$ cat config.mk
export PLATFORM = sky130hd
export DESIGN_NAME = lp_guard_check
export DESIGN_NICKNAME = d
export VERILOG_FILES = /design/src/rtl/lp_pkg.sv /design/src/rtl/lp_decode.sv /design/src/rtl/lp_compat.sv /design/src/rtl/lp_guard_check.sv
export SDC_FILE = /design/constraint.sdc
export NUM_CORES = 1
export LEC_CHECK = 0
export BUFFER_PORTS_ARGS = -buffer_cell sky130_fd_sc_hd__buf_2
export CORE_AREA = 2 2 39 41
export DETAILED_ROUTE_END_ITERATION = 10
export DIE_AREA = 0 0 41 43
export GPL_TIMING_DRIVEN = 0
export PLACE_DENSITY = 0.78
export SLEW_MARGIN = 20
export SYNTH_ARGS = -nofsm -noshare
export SYNTH_HDL_FRONTEND = slang
export SYNTH_SLANG_ARGS = --single-unit
$ cat constraint.sdc
create_clock -name clk -period 1.5 [get_ports clk]
set_input_delay 0.225 -clock clk [delete_from_list [all_inputs] [get_ports clk]]
set_output_delay 0.225 -clock clk [all_outputs]
set_load 0.01 [all_outputs]
$ cat src/rtl/lp_pkg.sv
package lp_pkg;
    localparam int INSTR_W = 32;
    localparam int BT_W    = 2;

    localparam logic [23:0] PAD_HI      = 24'hD50324;
    localparam logic [4:0]  HINT_LO     = 5'b11111;
    localparam logic [19:0] HINT_HI20   = 20'hD5032;
    localparam logic [3:0]  SIGN_CRM    = 4'b0011;
    localparam logic [7:0]  EXC_CLASS   = 8'hD4;
    localparam logic [2:0]  OPC_BRK     = 3'b001;
    localparam logic [2:0]  OPC_HLT     = 3'b010;

    typedef struct packed {
        logic            exc;
        logic [BT_W-1:0] bt;
        logic            pad;
    } lp_out_t;
endpackage

$ cat src/rtl/lp_decode.sv
module lp_decode
    import lp_pkg::*;
(
    input  logic [INSTR_W-1:0] instr,
    output logic               is_pad,
    output logic [1:0]         pad_tgt,
    output logic               is_brk,
    output logic               is_hlt,
    output logic               is_sign
);
    logic       hint_space;
    logic [2:0] op2;

    always_comb begin
        op2        = instr[7:5];
        hint_space = (instr[31:12] == HINT_HI20) && (instr[4:0] == HINT_LO);
        is_pad     = (instr[31:8] == PAD_HI) && !instr[5] && (instr[4:0] == HINT_LO);
        pad_tgt    = instr[7:6];
        is_sign    = hint_space && (instr[11:8] == SIGN_CRM) &&
                     ((op2 == 3'b001) || (op2 == 3'b011));
        is_brk     = (instr[31:24] == EXC_CLASS) && (instr[23:21] == OPC_BRK) &&
                     (instr[4:0] == 5'b00000);
        is_hlt     = (instr[31:24] == EXC_CLASS) && (instr[23:21] == OPC_HLT) &&
                     (instr[4:0] == 5'b00000);
    end
endmodule

$ cat src/rtl/lp_compat.sv
module lp_compat
    import lp_pkg::*;
(
    input  logic [1:0]      tgt,
    input  logic [BT_W-1:0] state,
    output logic            ok
);
    always_comb begin
        unique case (tgt)
            2'b00:   ok = 1'b0;
            2'b01:   ok = (state == 2'b01) || (state == 2'b10);
            2'b10:   ok = (state == 2'b01) || (state == 2'b11);
            default: ok = (state != 2'b00);
        endcase
    end
endmodule

$ cat src/rtl/lp_guard_check.sv
module lp_guard_check
    import lp_pkg::*;
(
    input  logic               clk,
    input  logic               rst_n,
    input  logic               instr_valid,
    input  logic [INSTR_W-1:0] instr,
    input  logic               guarded,
    input  logic [BT_W-1:0]    btype_cur,
    input  logic [BT_W-1:0]    btype_branch,
    output logic               bt_exc_q,
    output logic [BT_W-1:0]    btype_next_q,
    output logic               is_pad_q
);
    logic       dec_pad, dec_brk, dec_hlt, dec_sign, pad_ok;
    logic [1:0] dec_tgt;
    logic       allowed, exc_now;
    lp_out_t    out_d, out_q;

    lp_decode u_dec (
        .instr   (instr),
        .is_pad  (dec_pad),
        .pad_tgt (dec_tgt),
        .is_brk  (dec_brk),
        .is_hlt  (dec_hlt),
        .is_sign (dec_sign)
    );

    lp_compat u_cmp (
        .tgt   (dec_tgt),
        .state (btype_cur),
        .ok    (pad_ok)
    );

    always_comb begin
        allowed = (dec_pad && pad_ok) || dec_brk || dec_hlt || dec_sign;
        exc_now = guarded && (btype_cur != '0) && !allowed;
        out_d   = out_q;
        if (instr_valid) begin
            out_d.exc = exc_now;
            out_d.pad = dec_pad;
            if (exc_now || (dec_pad && guarded))
                out_d.bt = '0;
            else
                out_d.bt = btype_branch;
        end
    end

    always_ff @(posedge clk or negedge rst_n) begin
        if (!rst_n) out_q <= '0;
        else        out_q <= out_d;
    end

    assign bt_exc_q     = out_q.exc;
    assign btype_next_q = out_q.bt;
    assign is_pad_q     = out_q.pad;

    assert_decode_excl_R7: assert property (@(posedge clk) disable iff (!rst_n)
        $onehot0({dec_pad, dec_brk, dec_hlt, dec_sign}));

    assert_zero_state_R3: assert property (@(posedge clk) disable iff (!rst_n)
        (instr_valid && btype_cur == 2'b00) |=> !bt_exc_q);

    assert_unguarded_R4: assert property (@(posedge clk) disable iff (!rst_n)
        (instr_valid && !guarded) |=> !bt_exc_q);

    assert_exc_clears_R8: assert property (@(posedge clk) disable iff (!rst_n)
        bt_exc_q |-> (btype_next_q == 2'b00));

    assert_hold_R9: assert property (@(posedge clk) disable iff (!rst_n)
        !instr_valid |=> ($stable(bt_exc_q) && $stable(btype_next_q) && $stable(is_pad_q)));
endmodule

==> Word level (Yosys, flattened, before mapping) <==
Index checks and enable logic that the tools add are counted.
{ "totals": {"elab_cells": 44, "register_bits": 4, "in_bits": 40} }
{ "classes": {"n_eq_ne": 14, "mux": 2, "reduce_logical": 25} }
{ "op_table": {"columns": ["op", "n"], "rows": [
  ["equality test 24 bit (second input constant)", 1],
  ["equality test 20 bit (second input constant)", 1],
  ["logical AND 1 bit", 13],
  ["equality test 8 bit (second input constant)", 1],
  ["logical OR 1 bit", 7],
  ["equality test 2 bit (second input constant)", 3],
  ["equality test 3 x 1 -> 1 bit (second input constant)", 2],
  ["equality test 3 x 2 -> 1 bit (second input constant)", 2],
  ["equality test 5 bit (second input constant)", 1],
  ["zero test 5 bit", 1],
  ["equality test 2 x 1 -> 1 bit (second input constant)", 2],
  ["equality test 4 x 2 -> 1 bit (second input constant)", 1],
  ["case mux 1 bit (3 select lines)", 1],
  ["zero test 1 bit", 2],
  ["zero test 2 bit", 1],
  ["two-way mux 2 bit", 1],
  ["nonzero test 2 bit", 1]
]} }

==> Logic depth before layout (Yosys ltp) <==
Gate-level depths: netlist of run 1.
{ "depth": {"depth_word": 11, "ltp_mapped": 7} }

==> Cells and area by module <==
A second synthesis of run 1 with hierarchy kept.
{ "unflattened": {"hier_cells": 44, "area_unflattened_um2": 429.2} }
{ "modules_own_cells": {"columns": ["mod", "cells_per_inst", "instances", "area_per_inst_um2", "seq_area_each_um2"], "rows": [
  ["lp_guard_check", 15, 1, 201.4, 100.1],
  ["lp_decode", 21, 1, 170.2, 0.0],
  ["lp_compat", 8, 1, 57.6, 0.0]
]} }

==> Worst setup path before layout of run 1 <==
Ideal clock, no wire load.
{ "synth_path": {"path_kind": "input to register", "startpoint": "input port instr[11]", "endpoint": "register out_q (netlist bit bt_exc_q)", "required_ns": 1.375, "path_stages": 5, "t_arrival_ns": 1.314, "path_buffers": 0, "setup_time_ns": 0.125, "path_slack_ns": 0.061, "path_cell_list": "nor4b_2 > nand4_1 > nor4_4 > a21oi_2 > mux2_2"} }
{ "synth_via": {"elab_chain_len": 9, "word_cells_on_any_way": 12} }
{ "synth_lines": {"columns": ["item", "line_no", "text"], "rows": [
  ["start: declaration", "lp_guard_check.sv:7", "input logic [INSTR_W-1:0] instr,"],
  ["equality test 24 bit", "lp_decode.sv:17", "is_pad = (instr[31:8] == PAD_HI) && !instr[5] && (instr[4:0] == HINT_LO);"],
  ["logical AND 1 bit (2 in series)", "lp_decode.sv:17", null],
  ["logical AND 1 bit", "lp_guard_check.sv:36", "allowed = (dec_pad && pad_ok) || dec_brk || dec_hlt || dec_sign;"],
  ["logical OR 1 bit (2 in series)", "lp_guard_check.sv:36", null],
  ["logical OR 1 bit *", "lp_guard_check.sv:36", null],
  ["zero test 1 bit *", "lp_guard_check.sv:37", "exc_now = guarded && (btype_cur != '0) && !allowed;"],
  ["logical AND 1 bit *", "lp_guard_check.sv:37", null],
  ["end signal: assignment", "lp_guard_check.sv:51", "else out_q <= out_d;"],
  ["end: declaration", "lp_guard_check.sv:18", "lp_out_t out_d, out_q;"]
]} }
Every way passes the cells marked *; elsewhere a longest branch is shown, timed or not.
A chain may end at the register's enable or synchronous reset.

==> Final worst setup path of run 1 <==
{ "layout_path": {"startpoint": "input port instr[11]", "endpoint": "register out_q (netlist bit btype_next_q[1])"} }
{ "layout_via": {"elab_chain_len": 11, "word_cells_on_any_way": 15} }
{ "layout_lines": {"columns": ["item", "line_no", "text"], "rows": [
  ["equality test 24 bit", "lp_decode.sv:17", null],
  ["logical AND 1 bit (2 in series)", "lp_decode.sv:17", null],
  ["logical AND 1 bit", "lp_guard_check.sv:36", null],
  ["logical OR 1 bit (3 in series)", "lp_guard_check.sv:36", null],
  ["zero test 1 bit", "lp_guard_check.sv:37", null],
  ["logical AND 1 bit", "lp_guard_check.sv:37", null],
  ["logical OR 1 bit *", "lp_guard_check.sv:42", "if (exc_now || (dec_pad && guarded))"],
  ["two-way mux 2 bit *", "lp_guard_check.sv:42", null]
]} }
Marks and branches as above.

==> impl_metrics.toml, run 1 <==
[floorplanning]
initial_core_util_pct = 29.02
rows = 14
num_io_pins = 44
die_y_um = 43
design.core.area_mm2 = 0.001384
dieWidth_um = 41
die_area_mm2 = 0.001763

[global_routing]
grt_pass1_vias = 513
gr-usage-all-layers_pct = 14.76
grt_max_degree = 8
grt_pass1_wl_um = 1828
overflow = 0
antenna_found_initial = 0

[yosys]
ys_top_cells_by_area = "dfrtp_1 (25%), nor4b_2 (11%), ha_1 (6.2%), nor4_4 (5.3%), o32ai_1 (4.4%)"
synth_ff_type = "dfrtp_1"
async_flop_share_pct = 100.0
synthCells = 42
yosysSeqAreaShare_pct = 24.92
syn_area_um2 = 401.6
syn_area_per_cell_um2 = 9.563
ys_ff_latch = 4
synth_edf_count = 0
ys_types = 26
syn_nets = 84
yosysTopAreaCell = "dfrtp_1"
synth_top_area_share_pct = 24.92
yosysWarnings = 0

[sta]
relSlewSlack_pct = 78.12
rsz0062_at_grt = "false"
setup_slack_ps = 111.6
tns_ps = 0
fin_crit_sh_pct = 92.56
drv_slew = 0
finalSetupViolCount = 0
tightest_slew_ps = 327.3
layout_min_cycle_time_ps = 1388
hold_violations = 0
max_freq_ghz = 0.7203
finClkSkew_ps = 0
fin_hold_ws_ps = 236.9

[clock_network]
cts_setup_buffers = 0
ctsLongestPathBuffers = 2
numCtsBuffers = 3
h-tree-depth = 1
clk_pin_slew_worst_paths_ps = 40
tritoncts = "yes"
root_buffer = "clkbuf_4"
cts_resized = 0
cts_sinks = 4
clk-insertion-delay-late_ps = 230
cts_hold_buf = 1

[drt]
wl_per_cell_um = 10.45
dr.pass1.iters = 3
num_vias = 528
drtIter0Drc = 1
totalWireLength_um = 1097
via_per_inst = 5.029
drc_errors = 0
antenna_left = 0

[final_layout]
drive_gt1_share_pct = 60.67
fill_cells = 138
final_common_cell = "buf_2"
multi_input_area_um2 = 286.5
final_net_count = 133
instances_no_fill = 105
syn2layout_area_growth_pct = 66.67
final_cell_mix = "buf_2 (43), inv_1 (4), dfrtp_1 (4)"
post-route-cell-area_um2 = 669.4
diodes = 0
register_area_um2 = 100.1

[job]
maxCapViolCount = 0

[place]
dp_cells = 101
gp_congestion = 0.6338
post-place-ws_ps = -132.8
placed_area_um2 = 636.9
hpwl_um = 985.8
io_buffers = 43

[min_path]
hold_class = "in -> reg"
worstHoldStart = "btype_branch[0]"

[worst_setup_path]
r2r_start = "bt_exc_q$_DFFE_PN0P_"
crit_path_max_fanout = 3
r2r_end = "bt_exc_q$_DFFE_PN0P_"
crit_type = "in -> reg"
worstSetupEndpointType = "flop"
start_kind = "primary input"
cp.arrival_ps = 1520
crit_start = "instr[11]"
reg2reg_slack_ps = 760
ff2ff_path_depth = 1
crit_end = "btype_next_q[1]$_DFFE_PN0P_"
worst_ep_required_time_ps = 1630

[pwr]
leakage_nw = 0.3509
vdd_ir_drop_max_v = 0.0002417
p_per_area_mw_per_mm2 = 556.0

[status]
run_status = "completed"
## cells in the mapped netlist (all sizes together) (2+ instances only)
cell type  n
inv        4
dfrtp      4
o32ai      2
nand3      3
nor4b      4
ha         2
a21oi      2
nor2       2
nor4       2
nand2b     2
nand4      3
nand2      2
## state kept, by name, indices dropped and copies added, names as in the netlist
| register | count |
|---|---|
| is_pad_q | 1 |
| btype_next_q | 2 |
| bt_exc_q | 1 |
## stage by stage
step | total power, mW | util [%]
global route | 0.3993 | 48.37
finish | 0.3722 | 48.37
global placement | 0.2308 | 46.02
CTS | 0.3773 | 48.37
detailed placement | 0.2357 | 46.02
floorplan | 0.1600 | -
## final cells by class
type / count / area share, %
sequential: 4 / 14.95
inverter: 4 / 2.243
multi-input combinational: 34 / 42.80
clock buffer: 3 / 3.364
tap: 16 / 2.991
timing repair buffer: 44 / 33.64
## critical path: stages
cell and delay, ps:
buf_2 100, nor4b_2 260, nand4_1 170, nor4_4 360
a21oi_2 120, o32ai_1 290
## layer usage
layer	vias to the layer above	part of all wire [%]	routed length [µm]	global-route usage, %
li1	261	-	-	-
met1	243	36	392	16.72
met2	24	56	615	25.00
met3	0	8.1	89	3.141
met4	0	0	0	6.000
met5	-	0	0	0
## worst min path at each step
stage / to / slack [ps] / cells past startpoint
floorplan: bt_exc_q$_DFFE_PN0P_ / -70 / 0
global placement: btype_next_q[0]$_DFFE_PN0P_ / 30 / 1
detailed placement: btype_next_q[0]$_DFFE_PN0P_ / 40 / 1
CTS: btype_next_q[0]$_DFFE_PN0P_ / 240 / 3
global route: btype_next_q[1]$_DFFE_PN0P_ / 270 / 3
finish: btype_next_q[0]$_DFFE_PN0P_ / 240 / 3
## power breakdown
group          internal [mW]  switching [mW]  leakage, nW  total (mW)
combinational         0.0655          0.0495        0.285       0.115
sequential             0.116         0.00358       0.0518       0.120
clock                 0.0898          0.0475       0.0138       0.137
total                  0.272           0.101        0.351       0.372
## logic make-up (layout without fill, tap and decap cells)
logic type | count (synthesis) | after routing | share of synthesized area, %
AO/OA/AOI/OAI | 7 | 7 | 12.77
adder cells (fa/ha/maj) | 2 | 2 | 6.230
buffers and inverters | 4 | 51 | 3.737
flip-flops | 4 | 4 | 24.92
multiplexers | 1 | 1 | 2.804
XOR/XNOR | 1 | 1 | 2.181
AND/OR/NAND/NOR | 23 | 23 | 47.35
Note: power is estimated with default switching activity, not from simulation.
==> run 2, diff against run 1 <==
--- a/config.mk
+++ b/config.mk
@@ -10,7 +10,7 @@
 export DETAILED_ROUTE_END_ITERATION = 10
 export DIE_AREA = 0 0 41 43
 export GPL_TIMING_DRIVEN = 0
-export PLACE_DENSITY = 0.78
+export PLACE_DENSITY = 0.72
 export SLEW_MARGIN = 20
 export SYNTH_ARGS = -nofsm -noshare
 export SYNTH_HDL_FRONTEND = slang
==> run 2 against run 1 <==
Compared with the run above:
- via count fell by 1.5%
- clock-buffer cell count stayed put
- cell area grew 0.93%
- non-clock buffer count unchanged
- setup slack improved by 25 ps
- global-route usage grew 0.83 points
- sequential cell count is the same
- sequential power about the same
- register-to-register slack about the same
- utilization grew 0.45 points
- critical endpoint unchanged
==> impl_metrics.toml, run 2 (synthesis gave the netlist of run 1 again) <==
[drt]
totalWireLength_um = 1172
drc_errors = 0
drtIter0Drc = 3
num_vias = 520
via_per_inst = 4.952
wl_per_cell_um = 11.16
dr.pass1.iters = 2
antenna_left = 0

[clock_network]
cts_sinks = 4
ctsLongestPathBuffers = 2
clk_pin_slew_worst_paths_ps = 40
h-tree-depth = 1
tritoncts = "yes"
clk-insertion-delay-late_ps = 230
root_buffer = "clkbuf_4"
numCtsBuffers = 3

[sta]
rsz0062_at_grt = "false"
relSlewSlack_pct = 78.90
finClkSkew_ps = 0
max_freq_ghz = 0.7334
finalSetupViolCount = 0
setup_slack_ps = 136.5
tightest_slew_ps = 315.7
fin_crit_sh_pct = 90.90
hold_violations = 0
drv_slew = 0
layout_min_cycle_time_ps = 1363

[worst_setup_path]
start_kind = "primary input"
cp.arrival_ps = 1500
crit_type = "in -> reg"
cp_num_buf_inv = 1
crit_family = "simple AND/OR/NAND/NOR gates"
crit_path_max_fanout = 3
cpPeakStageDelay_ps = 290
cpMaxStageDelayCell = "nor4b_2"
crit_chain = "buf_2, nor4b_2, nand4_2, nor4_4, a21oi_2, o32ai_1"
worstSetupEndpointType = "flop"
worst_ep_required_time_ps = 1640

[final_layout]
syn2layout_area_growth_pct = 68.22
diodes = 0
final_cell_mix = "buf_2 (43), inv_1 (4), nor4b_2 (4), dfrtp_1 (4)"
final_net_count = 133
largest_reg_flops = 2
final_common_cell = "buf_2"
multi_input_area_um2 = 292.8
drive_gt1_share_pct = 61.80
register_area_um2 = 100.1
fill_cells = 145

[global_routing]
gr-usage-all-layers_pct = 15.59
grt_pass1_wl_um = 1897
grt_pass1_vias = 524
grt_max_degree = 8
antenna_found_initial = 0
overflow = 0

[floorplanning]
dieWidth_um = 41
num_io_pins = 44
die_area_mm2 = 0.001763
initial_core_util_pct = 29.02
die_y_um = 43
rows = 14
design.core.area_mm2 = 0.001384

[place]
post-place-ws_ps = -169.1
gp_congestion = 0.7107
io_buffers = 43

[status]
run_status = "completed"

[pwr]
leakage_nw = 0.3523
vdd_ir_drop_max_v = 0.0003307
p_per_area_mw_per_mm2 = 555.5
fin_total_pwr_mw = 0.3754

[job]
maxCapViolCount = 0

[min_path]
hold_class = "in -> reg"
## run 2: power breakdown
part           leakage, nW  switching, mW  internal (mW)  total, mW
combinational        0.287         0.0500         0.0660      0.116
sequential          0.0518        0.00425          0.116      0.121
clock               0.0138         0.0489         0.0898      0.139
## run 2: worst paths after layout
kind | start | endpoint | slack, ps | depth (start not counted)
setup / recovery | instr[23] | btype_next_q[1]$_DFFE_PN0P_ | 140 | 6
hold / removal | btype_branch[0] | btype_next_q[0]$_DFFE_PN0P_ | 240 | 3
setup reg to reg | bt_exc_q$_DFFE_PN0P_ | bt_exc_q$_DFFE_PN0P_ | 770 | 1
hold reg to reg | bt_exc_q$_DFFE_PN0P_ | bt_exc_q$_DFFE_PN0P_ | 500 | 1
max in group asynchronous | rst_n | bt_exc_q$_DFFE_PN0P_ | 1030 | 2
min in group asynchronous | rst_n | is_pad_q$_DFFE_PN0P_ | 340 | 2
## run 2: area by class of cell
class	count	area share (%)
clock buffer	3	3.333
inverter	4	2.222
timing repair buffer	44	33.33
multi-input combinational	34	43.33
sequential	4	14.81
tap	16	2.963
## run 2: timing repair
action,CTS,global route
setup buffers,0,0
endpoints found under the setup margin,0,1
resized for setup,0,1
hold buffers,1,0
endpoints found under the hold margin,4,0
## run 2: per-stage QoR
stage               cell area (µm²)  TNS [ps]  hold WS (ps)  utilization, %  cells
floorplan                     401.6         0        -70.59               -     42
global placement              636.9    -338.2         33.16           46.02    101
detailed placement            636.9    -456.6         37.96           46.02    101
CTS                           669.4         0         235.5           48.37    105
global route                  675.6         0         252.2           48.82    105
finish                        675.6         0         244.1           48.82    105
## run 2: routing by layer
metal | vias to the layer above | share of wire [%] | global-route usage, %
met1 | 236 | 37 | 16.18
li1 | 262 | - | -
met3 | 0 | 8.4 | 2.618
met5 | - | 0 | 0
met2 | 22 | 54 | 27.50
met4 | 0 | 0 | 8.000
==> run 3, diff against run 2 <==
--- a/config.mk
+++ b/config.mk
@@ -10,7 +10,7 @@
 export DETAILED_ROUTE_END_ITERATION = 10
 export DIE_AREA = 0 0 41 43
 export GPL_TIMING_DRIVEN = 0
-export PLACE_DENSITY = 0.72
+export PLACE_DENSITY = 0.74
 export SLEW_MARGIN = 20
 export SYNTH_ARGS = -nofsm -noshare
 export SYNTH_HDL_FRONTEND = slang
==> run 3 against run 2 <==
Compared with the run above:
- global-route usage down 1.1 points
- setup slack worse by 6.5 ps
- combinational power hardly changed
- fmax down 0.47%
- register-to-register slack hardly changed
- final cell count unchanged
- via count up 2.1%
- power down 1.2%
- critical path depth unchanged
- die area unchanged
- clock power down 6%
- first-iteration DRC count rose to 2.7 times the previous value
==> impl_metrics.toml, run 3 (synthesis gave the netlist of run 1 again) <==
[worst_setup_path]
worstSetupEndpointType = "flop"
crit_path_max_fanout = 3
crit_type = "in -> reg"
cp.arrival_ps = 1480
start_kind = "primary input"
worst_ep_required_time_ps = 1610

[status]
run_status = "completed"

[job]
maxCapViolCount = 0

[global_routing]
grt_pass1_wl_um = 1697
grt_max_degree = 8
antenna_found_initial = 0
gr-usage-all-layers_pct = 14.49
grt_pass1_vias = 482
overflow = 0

[drt]
drtIter0Drc = 8
totalWireLength_um = 1164
via_per_inst = 5.057
num_vias = 531
drc_errors = 0
wl_per_cell_um = 11.09
dr.pass1.iters = 4
antenna_left = 0

[sta]
finClkSkew_ps = 0
layout_min_cycle_time_ps = 1370
tightest_slew_ps = 314.3
relSlewSlack_pct = 78.99
fin_crit_sh_pct = 91.33
tns_ps = 0
drv_slew = 0
rsz0062_at_grt = "false"
hold_violations = 0
max_freq_ghz = 0.7299
finalSetupViolCount = 0

[final_layout]
largest_reg_flops = 2
diodes = 0
final_common_cell = "buf_2"
post-route-cell-area_um2 = 683.2
syn2layout_area_growth_pct = 70.09
drive_gt1_share_pct = 62.92
final_net_count = 133
final_cell_mix = "buf_2 (43), inv_1 (4), nor4b_2 (4), dfrtp_1 (4)"

[place]
hpwl_um = 999
gp_congestion = 0.6568
io_buffers = 43
placed_area_um2 = 636.9

[clock_network]
cts_setup_buffers = 0
cts_sinks = 4
clk-insertion-delay-late_ps = 230
tritoncts = "yes"
ctsLongestPathBuffers = 2
h-tree-depth = 1
numCtsBuffers = 3
clk_pin_slew_worst_paths_ps = 40
root_buffer = "clkbuf_4"

[floorplanning]
die_y_um = 43
dieWidth_um = 41
die_area_mm2 = 0.001763
design.core.area_mm2 = 0.001384
num_io_pins = 44
rows = 14
initial_core_util_pct = 29.02

[min_path]
hold_class = "in -> reg"

[pwr]
vdd_ir_drop_max_v = 0.0004201
p_per_area_mw_per_mm2 = 542.8
leakage_nw = 0.3547
## run 3: cell counts in the layout (fill, tap and decap cells not counted)
No cell type changed its count.
## run 3: stage by stage
stage	setup slack [ps]	utilization, %	total power, mW	std cells	hold WS (ps)
floorplan	61.14	-	0.1600	42	-70.59
global placement	-121.3	46.02	0.2311	101	33.28
detailed placement	-184.9	46.02	0.2357	101	36.59
CTS	55.00	48.37	0.3721	105	247.7
global route	8.172	49.37	0.3940	105	245.1
finish	130.0	49.37	0.3708	105	251.4
## run 3: cell type report
type / count / area [µm²]
clock buffers: 3 / 22.52
flip-flops and latches: 4 / 100.1
multi-input cells: 34 / 300.3
fillers: 143 / 700.7
well taps: 16 / 20.02
inverters: 4 / 15.01
repair buffers: 44 / 225.2
## run 3: worst paths after layout
path,from,end,slack (ps),cells past startpoint
hold / removal,btype_branch[0],btype_next_q[0]$_DFFE_PN0P_,250,3
max in group asynchronous,rst_n,btype_next_q[1]$_DFFE_PN0P_,1040,2
min in group asynchronous,rst_n,is_pad_q$_DFFE_PN0P_,340,2
setup reg to reg,bt_exc_q$_DFFE_PN0P_,bt_exc_q$_DFFE_PN0P_,760,1
hold reg to reg,bt_exc_q$_DFFE_PN0P_,bt_exc_q$_DFFE_PN0P_,510,1
setup / recovery,instr[15],bt_exc_q$_DFFE_PN0P_,130,6
## run 3: power breakdown
group / switching [mW] / leakage [nW] / total (mW) / internal (mW)
clock network: 0.0418 / 0.0138 / 0.131 / 0.0893
logic: 0.0517 / 0.289 / 0.119 / 0.0674
registers: 0.00414 / 0.0518 / 0.121 / 0.117
## run 3: worst max-delay path: stages
cell and delay [ps]:
buf_2 100, nor4b_2 260, nand3b_1 160, nor4_4 340
a21oi_2 120, mux2_2 270
## run 3: metal layers
| metal | up-vias | share of wire (%) | wire, µm | GRT usage (%) |
|---|---|---|---|---|
| met5 | - | 0 | 0 | 0 |
| met4 | 0 | 2.0 | 23 | 9.333 |
| met3 | 4 | 9.3 | 108 | 4.712 |
| met2 | 32 | 54 | 634 | 24.38 |
| met1 | 235 | 34 | 398 | 13.92 |
| li1 | 260 | - | - | - |
## run 3: repair_timing
| item | in CTS | in global routing |
|---|---|---|
| gates resized for setup | 0 | 2 |
| endpoints found under the hold margin | 4 | 0 |
| setup endpoints to repair | 0 | 1 |
| hold buffers | 1 | 0 |
